===== src/rtl/accum_alu_pkg.sv =====
package accum_alu_pkg;

  typedef enum logic [3:0] {
    OP_ADD = 4'd0,
    OP_ADC = 4'd1,
    OP_SUB = 4'd2,
    OP_SBC = 4'd3,
    OP_AND = 4'd4,
    OP_XOR = 4'd5,
    OP_OR  = 4'd6,
    OP_CMP = 4'd7,
    OP_RLC = 4'd8,
    OP_RRC = 4'd9
  } alu_op_e;

  localparam int FB_C  = 0;
  localparam int FB_N  = 1;
  localparam int FB_PV = 2;
  localparam int FB_H  = 4;
  localparam int FB_Z  = 6;
  localparam int FB_S  = 7;

  typedef struct packed {
    logic s;
    logic z;
    logic h;
    logic pv;
    logic n;
    logic c;
  } cond_t;

  function automatic logic [7:0] cond_to_byte(cond_t f);
    logic [7:0] b;
    b        = 8'h00;
    b[FB_S]  = f.s;
    b[FB_Z]  = f.z;
    b[FB_H]  = f.h;
    b[FB_PV] = f.pv;
    b[FB_N]  = f.n;
    b[FB_C]  = f.c;
    return b;
  endfunction

endpackage


===== src/rtl/alu_addsub.sv =====
module alu_addsub #(
  parameter int DW = 8
) (
  input  logic [DW-1:0] a,
  input  logic [DW-1:0] b,
  input  logic          sub,
  input  logic          cy_in,
  output logic [DW-1:0] sum,
  output logic          cy_out,
  output logic          half_out,
  output logic          ovf
);
  localparam int HW  = DW / 2;
  localparam int MSB = DW - 1;

  logic [DW-1:0] b_eff;
  logic          c_eff;
  logic [DW:0]   wide;
  logic [HW:0]   low;

  always_comb begin
    b_eff    = sub ? ~b : b;
    c_eff    = sub ? ~cy_in : cy_in;
    wide     = {1'b0, a} + {1'b0, b_eff} + {{DW{1'b0}}, c_eff};
    low      = {1'b0, a[HW-1:0]} + {1'b0, b_eff[HW-1:0]} + {{HW{1'b0}}, c_eff};
    sum      = wide[DW-1:0];
    cy_out   = sub ? ~wide[DW] : wide[DW];
    half_out = sub ? ~low[HW] : low[HW];
    ovf      = (a[MSB] == b_eff[MSB]) && (wide[MSB] != a[MSB]);
  end
endmodule


===== src/rtl/alu_bitwise.sv =====
module alu_bitwise #(
  parameter int DW = 8
) (
  input  logic [DW-1:0] a,
  input  logic [DW-1:0] b,
  input  logic [1:0]    kind,   // 0 and, 1 xor, 2 or
  output logic [DW-1:0] res,
  output logic          even_par
);
  always_comb begin
    unique case (kind)
      2'd0:    res = a & b;
      2'd1:    res = a ^ b;
      default: res = a | b;
    endcase
    even_par = ~(^res);
  end
endmodule


===== src/rtl/alu_rotate.sv =====
module alu_rotate #(
  parameter int DW = 8
) (
  input  logic [DW-1:0] a,
  input  logic          fill,
  input  logic          left,
  output logic [DW-1:0] res,
  output logic          out_bit
);
  always_comb begin
    if (left) begin
      res     = {a[DW-2:0], fill};
      out_bit = a[DW-1];
    end else begin
      res     = {fill, a[DW-1:1]};
      out_bit = a[0];
    end
  end
endmodule


===== src/rtl/accum_alu.sv =====
module accum_alu
  import accum_alu_pkg::*;
#(
  parameter int DW = 8
) (
  input  logic          clk,
  input  logic          rst,
  input  logic          en,
  input  logic [3:0]    op,
  input  logic [DW-1:0] acc,
  input  logic [DW-1:0] opnd,
  input  logic          cin,
  output logic [DW-1:0] result,
  output logic [7:0]    flags
);
  localparam int MSB = DW - 1;

  alu_op_e op_e;
  assign op_e = alu_op_e'(op);

  logic is_arith, is_sub, is_logic, is_rot, op_known, use_cin, writes_res;
  always_comb begin
    is_sub   = (op_e == OP_SUB) || (op_e == OP_SBC) || (op_e == OP_CMP);
    is_arith = is_sub || (op_e == OP_ADD) || (op_e == OP_ADC);
    is_logic = (op_e == OP_AND) || (op_e == OP_XOR) || (op_e == OP_OR);
    is_rot   = (op_e == OP_RLC) || (op_e == OP_RRC);
    op_known = is_arith || is_logic || is_rot;
    use_cin  = (op_e == OP_ADC) || (op_e == OP_SBC);
    writes_res = op_known && (op_e != OP_CMP);
  end

  // arithmetic path
  logic [DW-1:0] ar_sum;
  logic          ar_c, ar_h, ar_v;
  alu_addsub #(.DW(DW)) u_addsub (
    .a(acc), .b(opnd), .sub(is_sub), .cy_in(use_cin & cin),
    .sum(ar_sum), .cy_out(ar_c), .half_out(ar_h), .ovf(ar_v)
  );

  // logical path
  logic [1:0]    lg_kind;
  logic [DW-1:0] lg_res;
  logic          lg_par;
  always_comb begin
    unique case (op_e)
      OP_AND:  lg_kind = 2'd0;
      OP_XOR:  lg_kind = 2'd1;
      default: lg_kind = 2'd2;
    endcase
  end
  alu_bitwise #(.DW(DW)) u_bitwise (
    .a(acc), .b(opnd), .kind(lg_kind), .res(lg_res), .even_par(lg_par)
  );

  // rotate path
  logic [DW-1:0] rt_res;
  logic          rt_c;
  alu_rotate #(.DW(DW)) u_rotate (
    .a(acc), .fill(cin), .left(op_e == OP_RLC), .res(rt_res), .out_bit(rt_c)
  );

  cond_t         fl_q, fl_d;
  logic [DW-1:0] res_q, res_d, val;

  always_comb begin
    fl_d  = fl_q;
    res_d = res_q;
    val   = ar_sum;
    if (is_arith) begin
      val     = ar_sum;
      fl_d.s  = ar_sum[MSB];
      fl_d.z  = (ar_sum == '0);
      fl_d.h  = ar_h;
      fl_d.pv = ar_v;
      fl_d.n  = is_sub;
      fl_d.c  = ar_c;
    end else if (is_logic) begin
      val     = lg_res;
      fl_d.s  = lg_res[MSB];
      fl_d.z  = (lg_res == '0);
      fl_d.h  = (op_e == OP_AND);
      fl_d.pv = lg_par;
      fl_d.n  = 1'b0;
      fl_d.c  = 1'b0;
    end else if (is_rot) begin
      val     = rt_res;
      fl_d.h  = 1'b0;
      fl_d.n  = 1'b0;
      fl_d.c  = rt_c;
    end
    if (writes_res) res_d = val;
  end

  always_ff @(posedge clk) begin
    if (rst) begin
      res_q <= '0;
      fl_q  <= '0;
    end else if (en) begin
      res_q <= res_d;
      fl_q  <= fl_d;
    end
  end

  assign result = res_q;
  assign flags  = cond_to_byte(fl_q);

  // ---------------- assertions ----------------
  a_r2_hold_when_idle: assert property (@(posedge clk) disable iff (rst)
    !en |=> ($stable(result) && $stable(flags)));

  a_r3_unknown_code_no_change: assert property (@(posedge clk) disable iff (rst)
    (en && op >= 4'd10) |=> ($stable(result) && $stable(flags)));

  a_r6_cmp_keeps_result: assert property (@(posedge clk) disable iff (rst)
    (en && op == 4'd7) |=> $stable(result));

  a_r5_sub_sets_n: assert property (@(posedge clk) disable iff (rst)
    (en && (op == 4'd2 || op == 4'd3 || op == 4'd7)) |=> flags[FB_N]);

  a_r11_logic_clears_cn: assert property (@(posedge clk) disable iff (rst)
    (en && (op == 4'd4 || op == 4'd5 || op == 4'd6)) |=> (!flags[FB_C] && !flags[FB_N]));

  a_r12_rot_keeps_szp: assert property (@(posedge clk) disable iff (rst)
    (en && (op == 4'd8 || op == 4'd9)) |=>
      (flags[FB_S] == $past(flags[FB_S]) && flags[FB_Z] == $past(flags[FB_Z]) &&
       flags[FB_PV] == $past(flags[FB_PV])));

  a_r8_zero_tracks_result: assert property (@(posedge clk) disable iff (rst)
    (en && op != 4'd7 && op <= 4'd6) |=> (flags[FB_Z] == (result == '0)));

  a_r7_reserved_bits_zero: assert property (@(posedge clk) disable iff (rst)
    (flags[5] == 1'b0 && flags[3] == 1'b0));

endmodule


===== config.mk =====
export PLATFORM = sky130hd
export DESIGN_NAME = accum_alu
export DESIGN_NICKNAME = d
export VERILOG_FILES = /design/src/rtl/accum_alu_pkg.sv /design/src/rtl/alu_addsub.sv /design/src/rtl/alu_bitwise.sv /design/src/rtl/alu_rotate.sv /design/src/rtl/accum_alu.sv
export SDC_FILE = /design/constraint.sdc
export NUM_CORES = 1
export LEC_CHECK = 0
export ABC_AREA = 1
export BUFFER_PORTS_ARGS = -buffer_cell sky130_fd_sc_hd__buf_2
export CAP_MARGIN = 20
export CORE_ASPECT_RATIO = 1.5
export CORE_UTILIZATION = 37
export DETAILED_ROUTE_END_ITERATION = 12
export GPL_TIMING_DRIVEN = 0
export PLACE_DENSITY = 0.68
export SLEW_MARGIN = 25
export SYNTH_ARGS = -nofsm -noshare
export SYNTH_HDL_FRONTEND = slang
export SYNTH_SLANG_ARGS = --single-unit

===== constraint.sdc =====
create_clock -name clk -period 5.1 [get_ports clk]
set_clock_uncertainty 0.1 [all_clocks]
set_input_delay 0.255 -clock clk [delete_from_list [all_inputs] [get_ports clk]]
set_output_delay 0.255 -clock clk [all_outputs]
set_load 0.02 [all_outputs]

==> results of run 1 <==
-- cell type report --
| cell class | count | area (µm²) |
|---|---|---|
| Fill cell | 630 | 3069 |
| Multi-Input combinational cell | 251 | 1588 |
| Sequential cell | 14 | 280.3 |
| Inverter | 62 | 235.2 |
| Timing Repair Buffer | 37 | 185.2 |
| Tap cell | 70 | 87.58 |
| Buffer | 6 | 46.29 |
| Clock buffer | 3 | 41.29 |
-- routing by layer --
layer  GRT usage (%)  vias up  routed length, µm
met5               0        -                  0
met4           12.78        0                248
met3          0.5981       19                149
met2           39.36       56               3087
met1           21.01      965               2315
li1                -     1137                  -
-- per-stage QoR --
stage	instance area (µm²)	power, mW	worst slack [ns]
3_5_place_dp	2422	0.3827	1.876
5_1_grt	2464	0.5090	1.874
2_1_floorplan	2150	0.3124	2.388
3_3_place_gp	2422	0.3789	1.881
4_1_cts	2464	0.4695	2.113
6_report	2464	0.4706	2.100
-- worst register-to-register path: stages (launching register included) --
cell and delay, ns:
sky130_fd_sc_hd__dfxtp_1 0.30, sky130_fd_sc_hd__o21ai_0 0.15, sky130_fd_sc_hd__inv_1 0.05, sky130_fd_sc_hd__nand2_1 0.06, sky130_fd_sc_hd__inv_1 0.03
-- cells by family (layout without fill, tap and decap cells) --
logic type	Yosys count	in the layout	synth area share [%]
adder cells (fa/ha/maj)	30	30	18.19
flip-flops	14	14	13.06
buffers and inverters	68	108	13.12
other	1	2	0.1748
AO/OA/AOI/OAI	53	53	15.04
XOR/XNOR	13	13	5.306
AND/OR/NAND/NOR	153	153	35.10
-- cells in the final DEF (no fill, tap or decap), drive strengths merged --
master	count
conb	2
inv	62
nand4	4
nand3	32
nor2	30
xor2	11
a21oi	17
o21ai	26
clkbuf	3
a31oi	3
dfxtp	14
o21a	1
buf	43
xnor2	2
nand3b	3
nand2	79
o211ai	6
or2	5
fa	2
ha	28
-- report_power, final --
group	total, mW	internal (mW)	switching [mW]
Clock	0.0875	0.0521	0.0353
Combinational	0.259	0.0944	0.165
Sequential	0.124	0.119	0.00423
-- registers in the layout, indices dropped and copies added (netlist names) --
| name | flops |
|---|---|
| flags | 6 |
| result | 8 |
-- path summary, 6_finish.rpt --
| path | startpoint | depth (start not counted) | endpoint |
|---|---|---|---|
| max | op[0] | 19 | flags[6] |
| min | rst | 2 | flags[1] |
| max reg2reg | flags[0] | 4 | flags[0] |
| min reg2reg | flags[1] | 2 | flags[1] |
==> impl_metrics.yaml, run 1 <==
setup_path:
  setup.worst_path.class: "in2reg"
  critical_path_slowest_stage_cell: "sky130_fd_sc_hd__fa_1"
  critical-path-max-stage-delay_ns: 0.45
  timing.critical_path.to_type: "flip-flop"
  critical-path-top-delay-family: "simple AND/OR/NAND/NOR gates"
  reg2reg_setup_slack_ns: 4.31
  timing.critical_path.cells: "buf_2, buf_4, nand2_2, nand2_2, nand2_4, nor2_4, buf_4, xor2_1, fa_1, fa_1, inv_1, nand2_1, nand2_1, nand3_1, nand2_1, nand3_1, nor2_1, nand3_1, a21oi_1"
  worst_ep_arrival_time_ns: 3.08
  setup.worst_path.start_class: "input pin"
  required_ns: 5.18
  path_buf_inv: 4
  path_max_fanout: 10
timing:
  fin_setup_tns_ns: 0
  layout_worst_path_cycle_share_pct: 58.83
  setup_viol: 0
  hold_viol: 0
  max_clock_freq_mhz: 333.3
  slew_violations: 0
  fin_crit_ns: 3.000
  rsz0062_at_grt: "no"
  timing.hold.ws_ns: 0.1451
grt:
  grt_max_degree: 11
  globalRouteTotalUtil_pct: 20.22
  grt_pass1_vias: 2158
  grt_overflow: 0
  grt_pass1_wl_um: 9577
  antenna_found_initial: 0
floorplanning:
  pin_count: 40
  rows: 33
  floorplan.die.height_um: 95.27
  core-area_mm2: 0.005533
  design.die.area_mm2: 0.006114
  die_w_um: 64.18
  floorplan.initialDensity_pct: 38.78
route:
  drt-initial-drc-count: 88
  routedWlPerCell_um: 13.09
  route.vias.total: 2177
  drt.antenna.violating_nets: 0
  route.final.wire_length_um: 5800
  first_pass_iters: 4
  drc_errors: 0
  detail_route.vias_per_cell: 4.914
cells_and_area:
  nets: 429
  layoutNonFillerInstCount: 443
  fin_util_pct: 44.53
  number_of_diodes_added_for_antenna_fixing: 0
  post_route_cells_drive_above_1_share_pct: 20.11
  syn_to_final_growth_pct: 14.81
placement:
  routabilityCongestion: 0.9037
  place.port_buffers: 37
  dp_hpwl_um: 4936
  cell_count_post_placement: 440
synthesis:
  yosysSeqAreaShare_pct: 13.06
  synth_enable_flop_cells: 0
  synth.top_cell.area_share_pct: 16.33
  post_synth_main_area_contributors: "sky130_fd_sc_hd__ha_1 (16%), sky130_fd_sc_hd__dfxtp_1 (13%), sky130_fd_sc_hd__nand2_1 (13%)"
  async_set_or_reset_flop_fraction_in_the_synthesized_netlist_pct: 0
  ys_seq_elements: 14
  synthMostInstantiatedCell: "sky130_fd_sc_hd__nand2_1"
  ys_types: 38
  synth_commonest_cells: "sky130_fd_sc_hd__nand2_1 (74), sky130_fd_sc_hd__inv_1 (54), sky130_fd_sc_hd__nand3_1 (29)"
  synthesis.area_mm2: 0.002146
  yosysWarnings: 0
  postSynthCellCount: 332
  syn_area_per_cell_um2: 6.463
  postSynth.topFlopCell: "sky130_fd_sc_hd__dfxtp_1"
  cell_accounting_for_the_most_synthesized_area: "sky130_fd_sc_hd__ha_1"
min_path:
  timing.hold.worst.class: "in2reg"
outcome:
  run_status: "finished, final reports clean"
clocking:
  clock_tree.htree_level_count: 1
  clock_tree_from_tritoncts: "done"
  clock-sinks: 14
  cts.clk_slew.worst_paths_ns: 0.05
  cts_buffer_depth: 2
  post_cts.repair.setup_buffers: 0
  clock_tree_root: "sky130_fd_sc_hd__clkbuf_8"
  ctsResizeCount: 0
  post_cts_hold_buffer_count: 0
  clkLatencyLatePin_ns: 0.24
  cts_buffer_count: 3
power_and_ir_drop:
  pwr_density_cell_mw_per_mm2: 191.0
  static-leakage-power_nw: 1.417
  irDropWorstVdd_uv: 64.88
run:
  drv.max_cap_violation_count: 0
(Power assumes the default switching activity.)
==> inputs of run 2 (changes only) <==
Settings changed: PLACE_DENSITY 0.68 to 0.7.
Clock period 5.1 ns to 2.6 ns, I/O delays scaled along.
==> impl_metrics.yaml, run 2 (synthesized netlist as in run 1, its figures left out) <==
placement:
  place.port_buffers: 37
  routabilityCongestion: 0.9161
  dpl-instance-area_mm2: 0.002422
  cell_count_post_placement: 440
  dp_hpwl_um: 4899
setup_path:
  worst_ep_arrival_time_ns: 2.62
  path_buf_inv: 3
  timing.critical_path.mode_cell: "sky130_fd_sc_hd__nand2_4"
  timing.critical_path.cells: "buf_2, buf_8, nand2_4, nand2_4, nand2_4, nor2_4, buf_12, xor2_1, fa_2, fa_2, nand3_1, nor2_2, nand3_2, nor2_1, nand3_1, a21oi_2"
  setup.worst_path.start_class: "input pin"
  timing.critical_path.to_type: "flip-flop"
  critical-path-max-stage-delay_ns: 0.56
  setup.worst_path.class: "in2reg"
  path_max_fanout: 9
  critical-path-top-delay-family: "adder cells"
  required_ns: 2.68
  critical_path_slowest_stage_cell: "sky130_fd_sc_hd__fa_2"
timing:
  fin_crit_ns: 2.535
  slew_violations: 0
  max_clock_freq_mhz: 394.5
  setup_viol: 0
  layout_worst_path_cycle_share_pct: 97.50
  hold_viol: 0
outcome:
  run_status: "finished, final reports clean"
min_path:
  timing.hold.worst.class: "in2reg"
clocking:
  clock_tree_from_tritoncts: "done"
  clock_tree_root: "sky130_fd_sc_hd__clkbuf_8"
  cts.clk_slew.worst_paths_ns: 0.06
  clkLatencyLatePin_ns: 0.24
  clock_tree.htree_level_count: 1
  cts_buffer_depth: 2
  clock-sinks: 14
  post_cts_hold_buffer_count: 0
  cts_buffer_count: 3
power_and_ir_drop:
  post-layout-total-power_uw: 992.6
  pwr_density_cell_mw_per_mm2: 382.9
  static-leakage-power_nw: 1.474
  irDropWorstVdd_uv: 110.9
cells_and_area:
  final_cell_area_mm2: 0.002592
  post_route_cells_drive_above_1_share_pct: 24.08
  layout_commonest_cell: "sky130_fd_sc_hd__nand2_1"
  largest_register_ff_count: 8
  nets: 437
  number_of_diodes_added_for_antenna_fixing: 0
  layoutNonFillerInstCount: 452
  syn_to_final_growth_pct: 20.82
  final_cell_mix: "sky130_fd_sc_hd__nand2_1 (73), sky130_fd_sc_hd__inv_1 (53), sky130_fd_sc_hd__buf_2 (37)"
route:
  route.final.wire_length_um: 5966
  routedWlPerCell_um: 13.20
  drt-initial-drc-count: 131
  drt.antenna.violating_nets: 0
  drc_errors: 0
  first_pass_iters: 5
  route.vias.total: 2246
  detail_route.vias_per_cell: 4.969
grt:
  antenna_found_initial: 0
  grt_overflow: 0
  globalRouteTotalUtil_pct: 20.69
  grt_max_degree: 11
  grt_pass1_wl_um: 9867
  grt_pass1_vias: 2177
floorplanning:
  die_w_um: 64.18
  floorplan.initialDensity_pct: 38.78
  pin_count: 40
  rows: 33
  core-area_mm2: 0.005533
  floorplan.die.height_um: 95.27
  design.die.area_mm2: 0.006114
run:
  drv.max_cap_violation_count: 0
run 2: layout make-up:
type | count | area [µm²]
Tap cell | 70 | 87.58
Buffer | 6 | 66.31
Multi-Input combinational cell | 251 | 1620
Fill cell | 598 | 2940
Inverter | 62 | 235.2
Timing Repair Buffer | 45 | 247.7
Sequential cell | 14 | 280.3
Clock buffer | 4 | 55.05
run 2: final timing paths:
kind                            cells after the start  startpoint  slack [ns]  endpoint
worst max-delay path                               16       op[0]        0.07  flags[6]
worst min-delay path                                2         rst       0.009  flags[1]
worst max register to register                      4    flags[0]        1.79  flags[0]
worst min register to register                      2    flags[1]        0.37  flags[1]
run 2: worst register-to-register path, stage by stage, from the launching register on:
cell                      delay (ns)
sky130_fd_sc_hd__dfxtp_1        0.31
sky130_fd_sc_hd__o21ai_0        0.16
sky130_fd_sc_hd__inv_1          0.06
sky130_fd_sc_hd__nand2_1        0.06
sky130_fd_sc_hd__inv_1          0.03
run 2: metrics by stage:
stage          hold WS (ns)  util, %  setup TNS (ns)  worst slack [ns]
2_1_floorplan       0.09907        -               0           0.01344
3_3_place_gp         0.2557    43.78          -3.048           -0.4835
3_5_place_dp         0.2650    43.78          -3.319           -0.4915
4_1_cts            0.008800    45.66               0           0.05697
5_1_grt            0.005449    46.86        -0.03587          -0.02789
6_report           0.008833    46.86               0           0.06507
run 2: per-layer routing:
layer,wire length [µm],vias to the layer above,GRT usage (%)
met4,229,0,9.630
li1,-,1156,-
met3,157,21,0.7177
met5,0,-,0
met1,2382,1002,22.14
met2,3197,67,41.05
run 2: timing repair:
item	CTS	global route
gates resized for setup	6	10
buffers inserted	4	4
endpoints found under the setup margin	7	8
pin swaps	2	6
run 2: power by group:
group | internal [mW] | switching (mW)
registers | 0.234 | 0.00876
logic | 0.207 | 0.335
clock network | 0.134 | 0.0736
